<file path="src/rtl/uart_rf_pkg.sv">
package uart_rf_pkg;

  // Slot numbers (byte offset / 4); the order is decoded by software.
  localparam int SLOT_DATA = 0;
  localparam int SLOT_IER  = 1;
  localparam int SLOT_IIR  = 2;
  localparam int SLOT_LCR  = 3;
  localparam int SLOT_MCR  = 4;
  localparam int SLOT_LSR  = 5;
  localparam int SLOT_MSR  = 6;
  localparam int SLOT_SCR  = 7;
  localparam int SLOT_GCTL = 9;

  localparam int LATCH_BIT   = 7;  // line control: divisor access
  localparam int IE_RX_BIT   = 0;
  localparam int IE_TX_BIT   = 1;
  localparam int ST_READY    = 0;
  localparam int ST_HOLD_EMP = 5;
  localparam int ST_SHFT_EMP = 6;

  typedef enum logic [3:0] {
    SEL_ZERO, SEL_RBR, SEL_DLL, SEL_DLH, SEL_IER, SEL_IIR,
    SEL_LCR, SEL_MCR, SEL_LSR, SEL_SCR, SEL_GCTL
  } rdSel_e;

  typedef struct packed {
    logic   wrThr;
    logic   wrDll;
    logic   wrDlh;
    logic   wrIer;
    logic   wrLcr;
    logic   wrMcr;
    logic   wrScr;
    logic   wrGctl;
    logic   rdEn;
    logic   rdLsr;
    logic   err;
    rdSel_e rdSel;
  } rfStrobes_t;

endpackage

</file>
<file path="src/rtl/uart_rf_ctrl.sv">
module uart_rf_ctrl
  import uart_rf_pkg::*;
#(
  parameter int ADDR_W = 6
) (
  input  logic [ADDR_W-1:0] busAddr,
  input  logic              busWrite,
  input  logic              busRead,
  input  logic              busWide,
  input  logic              latchOn,
  input  logic              rxValid,
  output rfStrobes_t        strobes,
  output logic              rxPop
);

  localparam int SLOT_W = ADDR_W - 2;

  logic [SLOT_W-1:0] slot;
  logic access, known, bad, wr, rd;

  assign slot   = busAddr[ADDR_W-1:2];
  assign access = busWrite | busRead;

  always_comb begin
    case (int'(slot))
      SLOT_DATA, SLOT_IER, SLOT_IIR, SLOT_LCR, SLOT_MCR,
      SLOT_LSR, SLOT_MSR, SLOT_SCR, SLOT_GCTL: known = 1'b1;
      default: known = 1'b0;
    endcase
  end

  assign bad = access && (!busWide || (busAddr[1:0] != 2'b00) || !known);
  assign wr  = busWrite && !bad;
  assign rd  = busRead && !bad;

  always_comb begin
    strobes       = '0;
    strobes.rdSel = SEL_ZERO;
    strobes.err   = bad;
    strobes.rdEn  = rd;
    case (int'(slot))
      SLOT_DATA: begin
        if (latchOn) begin
          strobes.wrDll = wr;
          strobes.rdSel = SEL_DLL;
        end else begin
          strobes.wrThr = wr;
          strobes.rdSel = SEL_RBR;
        end
      end
      SLOT_IER: begin
        if (latchOn) begin
          strobes.wrDlh = wr;
          strobes.rdSel = SEL_DLH;
        end else begin
          strobes.wrIer = wr;
          strobes.rdSel = SEL_IER;
        end
      end
      SLOT_IIR:  strobes.rdSel = SEL_IIR;
      SLOT_LCR: begin
        strobes.wrLcr = wr;
        strobes.rdSel = SEL_LCR;
      end
      SLOT_MCR: begin
        strobes.wrMcr = wr;
        strobes.rdSel = SEL_MCR;
      end
      SLOT_LSR: begin
        strobes.rdLsr = rd;
        strobes.rdSel = SEL_LSR;
      end
      SLOT_SCR: begin
        strobes.wrScr = wr;
        strobes.rdSel = SEL_SCR;
      end
      SLOT_GCTL: begin
        strobes.wrGctl = wr;
        strobes.rdSel  = SEL_GCTL;
      end
      default: strobes.rdSel = SEL_ZERO;
    endcase
  end

  assign rxPop = rd && !latchOn && (int'(slot) == SLOT_DATA) && rxValid;

endmodule

</file>
<file path="src/rtl/uart_rf_dpath.sv">
module uart_rf_dpath
  import uart_rf_pkg::*;
#(
  parameter int DATA_W = 16,
  parameter int BYTE_W = 8
) (
  input  logic              clk,
  input  logic              rstN,
  input  rfStrobes_t        strobes,
  input  logic [DATA_W-1:0] busWdata,
  input  logic [BYTE_W-1:0] rxData,
  input  logic              rxValid,
  input  logic              txReady,
  input  logic              txIdle,
  output logic [DATA_W-1:0] busRdata,
  output logic              busErr,
  output logic [BYTE_W-1:0] txData,
  output logic              txValid,
  output logic              txIrq,
  output logic              rxIrq,
  output logic              latchOn
);

  localparam logic [DATA_W-1:0] DLL_RST  = DATA_W'(1);
  localparam logic [DATA_W-1:0] IIR_IDLE = DATA_W'(1);
  localparam logic [DATA_W-1:0] LSR_RST  =
    (DATA_W'(1) << ST_HOLD_EMP) | (DATA_W'(1) << ST_SHFT_EMP);

  logic [DATA_W-1:0] dllQ, dlhQ, ierQ, lcrQ, mcrQ, scrQ, gctlQ, stickyQ;
  logic [DATA_W-1:0] liveSt, rdMux, rdataQ;
  logic [BYTE_W-1:0] txDataQ;
  logic txValidQ, txIrqQ, rxIrqQ, errQ;

  assign latchOn = lcrQ[LATCH_BIT];

  always_comb begin
    liveSt              = '0;
    liveSt[ST_READY]    = rxValid;
    liveSt[ST_HOLD_EMP] = !txValidQ;
    liveSt[ST_SHFT_EMP] = !txValidQ && txIdle;
  end

  always_comb begin
    case (strobes.rdSel)
      SEL_RBR:  rdMux = DATA_W'(rxData);
      SEL_DLL:  rdMux = dllQ;
      SEL_DLH:  rdMux = dlhQ;
      SEL_IER:  rdMux = ierQ;
      SEL_IIR:  rdMux = IIR_IDLE;
      SEL_LCR:  rdMux = lcrQ;
      SEL_MCR:  rdMux = mcrQ;
      SEL_LSR:  rdMux = stickyQ | liveSt;
      SEL_SCR:  rdMux = scrQ;
      SEL_GCTL: rdMux = gctlQ;
      default:  rdMux = '0;
    endcase
  end

  // Control storage
  always_ff @(posedge clk) begin
    if (!rstN) begin
      dllQ  <= DLL_RST;
      dlhQ  <= '0;
      ierQ  <= '0;
      lcrQ  <= '0;
      mcrQ  <= '0;
      scrQ  <= '0;
      gctlQ <= '0;
    end else begin
      if (strobes.wrDll)  dllQ  <= busWdata;
      if (strobes.wrDlh)  dlhQ  <= busWdata;
      if (strobes.wrIer)  ierQ  <= busWdata;
      if (strobes.wrLcr)  lcrQ  <= busWdata;
      if (strobes.wrMcr)  mcrQ  <= busWdata;
      if (strobes.wrScr)  scrQ  <= busWdata;
      if (strobes.wrGctl) gctlQ <= busWdata;
    end
  end

  // Read return and status
  always_ff @(posedge clk) begin
    if (!rstN) begin
      rdataQ  <= '0;
      errQ    <= 1'b0;
      stickyQ <= LSR_RST;
    end else begin
      errQ <= strobes.err;
      if (strobes.err)       rdataQ <= '0;
      else if (strobes.rdEn) rdataQ <= rdMux;
      if (strobes.rdLsr)     stickyQ <= '0;
    end
  end

  // Transmit handoff and interrupt requests
  always_ff @(posedge clk) begin
    if (!rstN) begin
      txDataQ  <= '0;
      txValidQ <= 1'b0;
      txIrqQ   <= 1'b0;
      rxIrqQ   <= 1'b0;
    end else begin
      if (strobes.wrThr) begin
        txDataQ  <= busWdata[BYTE_W-1:0];
        txValidQ <= 1'b1;
      end else if (txValidQ && txReady) begin
        txValidQ <= 1'b0;
      end
      txIrqQ <= strobes.wrThr && ierQ[IE_TX_BIT];
      rxIrqQ <= rxValid && ierQ[IE_RX_BIT];
    end
  end

  assign busRdata = rdataQ;
  assign busErr   = errQ;
  assign txData   = txDataQ;
  assign txValid  = txValidQ;
  assign txIrq    = txIrqQ;
  assign rxIrq    = rxIrqQ;

endmodule

</file>
<file path="src/rtl/uart_rf_top.sv">
module uart_rf_top
  import uart_rf_pkg::*;
#(
  parameter int ADDR_W = 6,
  parameter int DATA_W = 16,
  parameter int BYTE_W = 8
) (
  input  logic              clk,
  input  logic              rstN,
  input  logic [ADDR_W-1:0] busAddr,
  input  logic              busWrite,
  input  logic              busRead,
  input  logic              busWide,
  input  logic [DATA_W-1:0] busWdata,
  output logic [DATA_W-1:0] busRdata,
  output logic              busErr,
  output logic [BYTE_W-1:0] txData,
  output logic              txValid,
  input  logic              txReady,
  input  logic              txIdle,
  input  logic [BYTE_W-1:0] rxData,
  input  logic              rxValid,
  output logic              rxPop,
  output logic              txIrq,
  output logic              rxIrq
);

  rfStrobes_t strobes;
  logic latchOn;

  uart_rf_ctrl #(.ADDR_W(ADDR_W)) ctrl (
    .busAddr (busAddr),
    .busWrite(busWrite),
    .busRead (busRead),
    .busWide (busWide),
    .latchOn (latchOn),
    .rxValid (rxValid),
    .strobes (strobes),
    .rxPop   (rxPop)
  );

  uart_rf_dpath #(.DATA_W(DATA_W), .BYTE_W(BYTE_W)) dpath (
    .clk     (clk),
    .rstN    (rstN),
    .strobes (strobes),
    .busWdata(busWdata),
    .rxData  (rxData),
    .rxValid (rxValid),
    .txReady (txReady),
    .txIdle  (txIdle),
    .busRdata(busRdata),
    .busErr  (busErr),
    .txData  (txData),
    .txValid (txValid),
    .txIrq   (txIrq),
    .rxIrq   (rxIrq),
    .latchOn (latchOn)
  );

endmodule

</file>
<file path="config.mk">
export PLATFORM = sky130hd
export DESIGN_NAME = uart_rf_top
export DESIGN_NICKNAME = d
export VERILOG_FILES = /design/src/rtl/uart_rf_pkg.sv /design/src/rtl/uart_rf_ctrl.sv /design/src/rtl/uart_rf_dpath.sv /design/src/rtl/uart_rf_top.sv
export SDC_FILE = /design/constraint.sdc
export NUM_CORES = 1
export LEC_CHECK = 0
export BUFFER_PORTS_ARGS = -buffer_cell sky130_fd_sc_hd__buf_2
export CELL_PAD_IN_SITES_DETAIL_PLACEMENT = 1
export CELL_PAD_IN_SITES_GLOBAL_PLACEMENT = 1
export CORE_UTILIZATION = 44
export DETAILED_ROUTE_END_ITERATION = 7
export PLACE_DENSITY_LB_ADDON = 0.1
export SLEW_MARGIN = 20
export SYNTH_ARGS = -nofsm -noshare
export SYNTH_HDL_FRONTEND = slang
export SYNTH_SLANG_ARGS = --single-unit
export TNS_END_PERCENT = 20
</file>
<file path="constraint.sdc">
create_clock -name clk -period 1.9 [get_ports clk]
set_input_delay 0.095 -clock clk [delete_from_list [all_inputs] [get_ports clk]]
set_output_delay 0.095 -clock clk [all_outputs]
set_load 0.01 [all_outputs]
</file>
==> metrics.yaml <==
sta:
  clock_skew_ns: 0.00549
  whs_ns: 0.00341
  max_freq_mhz: 565
  rsz0062_at_grt: "false"
  setup_tns_ns: 0
  hold_viol: 0
  worst_pin_slew_ns: 0.597
  slew-limit-headroom_pct: 60.2
  post-route-period-util_pct: 93.2
  slew_violations: 0
  setup_violations: 0
  final.min_clock_period_ns: 1.77
logic_synthesis:
  yosysTopAreaCell: "dfxtp_1"
  synth.top_cell.area_share_pct: 47.0
  yosysMostFrequentCell: "nand2_1"
  ys.flop_type: "dfxtp_1"
  synth_edf_count: 0
  synth_cells: 728
  yosys-top-cells-area: "dfxtp_1, nand2_1, a21oi_1"
  ys_warn_count: 0
  synthArstFlopShare_pct: 0
  syn_avg_cell_area_um2: 8.25
  postSynthNetCount: 766
  synth_seq_cells: 141
  yosys-top-cells-count: "nand2_1, dfxtp_1, a21oi_1"
  synth_area_mm2: 0.00601
  synthDistinctLibCells: 47
  ys_seq_area_share_pct: 47.0
worst_hold_path:
  hp-class: "in2reg"
die:
  start_util_pct: 45.2
  dieArea_mm2: 0.0141
  die_y_um: 119
  die_w_um: 119
  fp.coreArea_mm2: 0.0133
  io_pins: 67
  rows: 42
placement:
  place_hpwl_um: 13500
  io_buffers: 66
  postPlaceCellArea_mm2: 0.00662
  dp_cells: 949
  place.gp.congestion: 0.874
routing:
  drt-total-wl_um: 20100
  first_iter_violations: 285
  ant_nets: 0
  vias_per_cell: 5.73
  met1_length_um: 8700
  top_layer: "met4"
  wl_met3_um: 810
  drc_errors: 0
  met2_length_um: 9890
  routedWlPerCell_um: 20.4
  route.vias.total: 5649
  drt_pre_antenna_iters: 4
critical_path:
  cp_max_fo: 9
  start_kind: "register"
  worstPathRequired_ns: 1.80
  cp-end-kind: "output pin"
  cp.arrival_ns: 1.68
  path_class: "reg2out"
global_routing:
  grt_start_max_net_pins: 121
  grt_usage_pct: 30.1
  grt_antenna_before_repair: 0
  grt_pass1_wl_um: 32400
  grt_overflow: 0
  grt_pass1_vias: 5904
clocking:
  cts-root-buf: "clkbuf_16"
  cts_tree: "done"
  cts_buffers: 17
  clock_latency_ns: 0.42
  clkTransAtPathRegs_ns: 0.06
  cts_sinks: 141
  cts_max_level: 4
  postCtsSetupBuffers: 0
  cts_buffer_depth: 2
cells_and_area:
  nNetsFinal: 836
  final_cell_area_mm2: 0.00735
  fin_cells: 986
  area_growth_pct: 22.4
  drive_above_1_share_pct: 19.0
  n_antenna_cell: 0
  fill_cells: 1615
  final_util_pct: 55.3
status:
  outcome: "complete, no violations"
job:
  maxCapViolCount: 0
pwr:
  p_per_area_mw_per_mm2: 960
  p_leak_nw: 2.72
  ir_drop_mv: 0.568
[through the flow]
step                      setup slack (ns)  power [mW]
after floorplan                      0.178        3.20
after global placement              0.0822        3.36
after detailed placement            0.0638        3.36
after CTS                           0.0727        7.09
after global routing                0.0167        7.24
final                                0.129        7.06
[area by class of cell]
class	instances	area (µm²)	area share (%)
repair buffers	111	733	9.97
flip-flops and latches	141	2820	38.4
clock buffers	21	480	6.54
multi-input cells	523	2890	39.4
well taps	176	220	3.00
clock inverters	10	185	2.52
inverters	4	16.3	0.221
[kinds of logic (layout without fill, tap and decap cells)]
logic type / after synthesis / after routing / synth area share (%)
AOI/OAI and AO/OA: 194 / 194 / 20.3
DFF: 141 / 141 / 47.0
muxes: 36 / 36 / 6.02
buffers and inverters: 64 / 146 / 4.92
and+or+nand+nor: 293 / 293 / 21.8
[per-layer routing]
layer | vias to the layer above | GRT usage [%]
li1 | 2644 | -
met1 | 2793 | 37.0
met2 | 168 | 50.9
met3 | 44 | 4.41
met4 | 0 | 16.2
met5 | - | 0
[worst max-delay path, cell delays in order, from the launching register on]
cell,delay (ns)
dfxtp_1,0.32
buf_4,0.18
nor2_1,0.14
and2_4,0.17
buf_4,0.15
nand2_1,0.07
nor2_2,0.08
buf_2,0.14
[cells in the final DEF (no fill, tap or decap), drive strengths merged, types with 6 or more instances in the layout]
| master | synthesis | final |
|---|---|---|
| a211oi | 13 | 13 |
| mux2i | 35 | 35 |
| nor2b | 7 | 7 |
| a22oi | 29 | 29 |
| o22ai | 14 | 14 |
| dfxtp | 141 | 141 |
| dlygate4sd3 | 0 | 6 |
| nand2 | 207 | 207 |
| o2bb2ai | 17 | 17 |
| nor2 | 43 | 43 |
| and2 | 6 | 6 |
| a21oi | 102 | 102 |
| nand3 | 6 | 6 |
| a22o | 6 | 6 |
| clkbuf | 33 | 21 |
| buf | 27 | 105 |
[sequential cells by signal, indices dropped and copies added (netlist names), 16 cells and up]
signal          cells
dpath.busRdata     16
dpath.dlhQ         16
dpath.dllQ         16
dpath.gctlQ        16
dpath.ierQ         16
dpath.lcrQ         16
dpath.mcrQ         16
dpath.scrQ         16
[report_power, final]
group / total (mW) / switching [mW] / leakage, nW / internal (mW)
Combinational: 0.350 / 0.244 / 1.26 / 0.107
Clock: 3.74 / 1.28 / 0.325 / 2.46
Sequential: 2.96 / 0.00249 / 1.14 / 2.96
Total: 7.06 / 1.53 / 2.72 / 5.53
[final timing paths]
kind	start	end	slack, ns	cells past startpoint
setup reg to reg	dpath.lcrQ[7]	dpath.dllQ[12]	0.14	5
setup / recovery	dpath.lcrQ[7]	rxPop	0.13	7
hold reg to reg	dpath.mcrQ[13]	dpath.mcrQ[13]	0.45	2
hold / removal	busWdata[10]	dpath.lcrQ[10]	0.003	3
[repair_timing]
action                                  in CTS  in global routing
endpoints found under the hold margin        8                  0
hold buffers                                 6                  0
resized for setup                            0                  2
endpoints found under the setup margin       0                  1
Power figures use the tool's default switching activity.
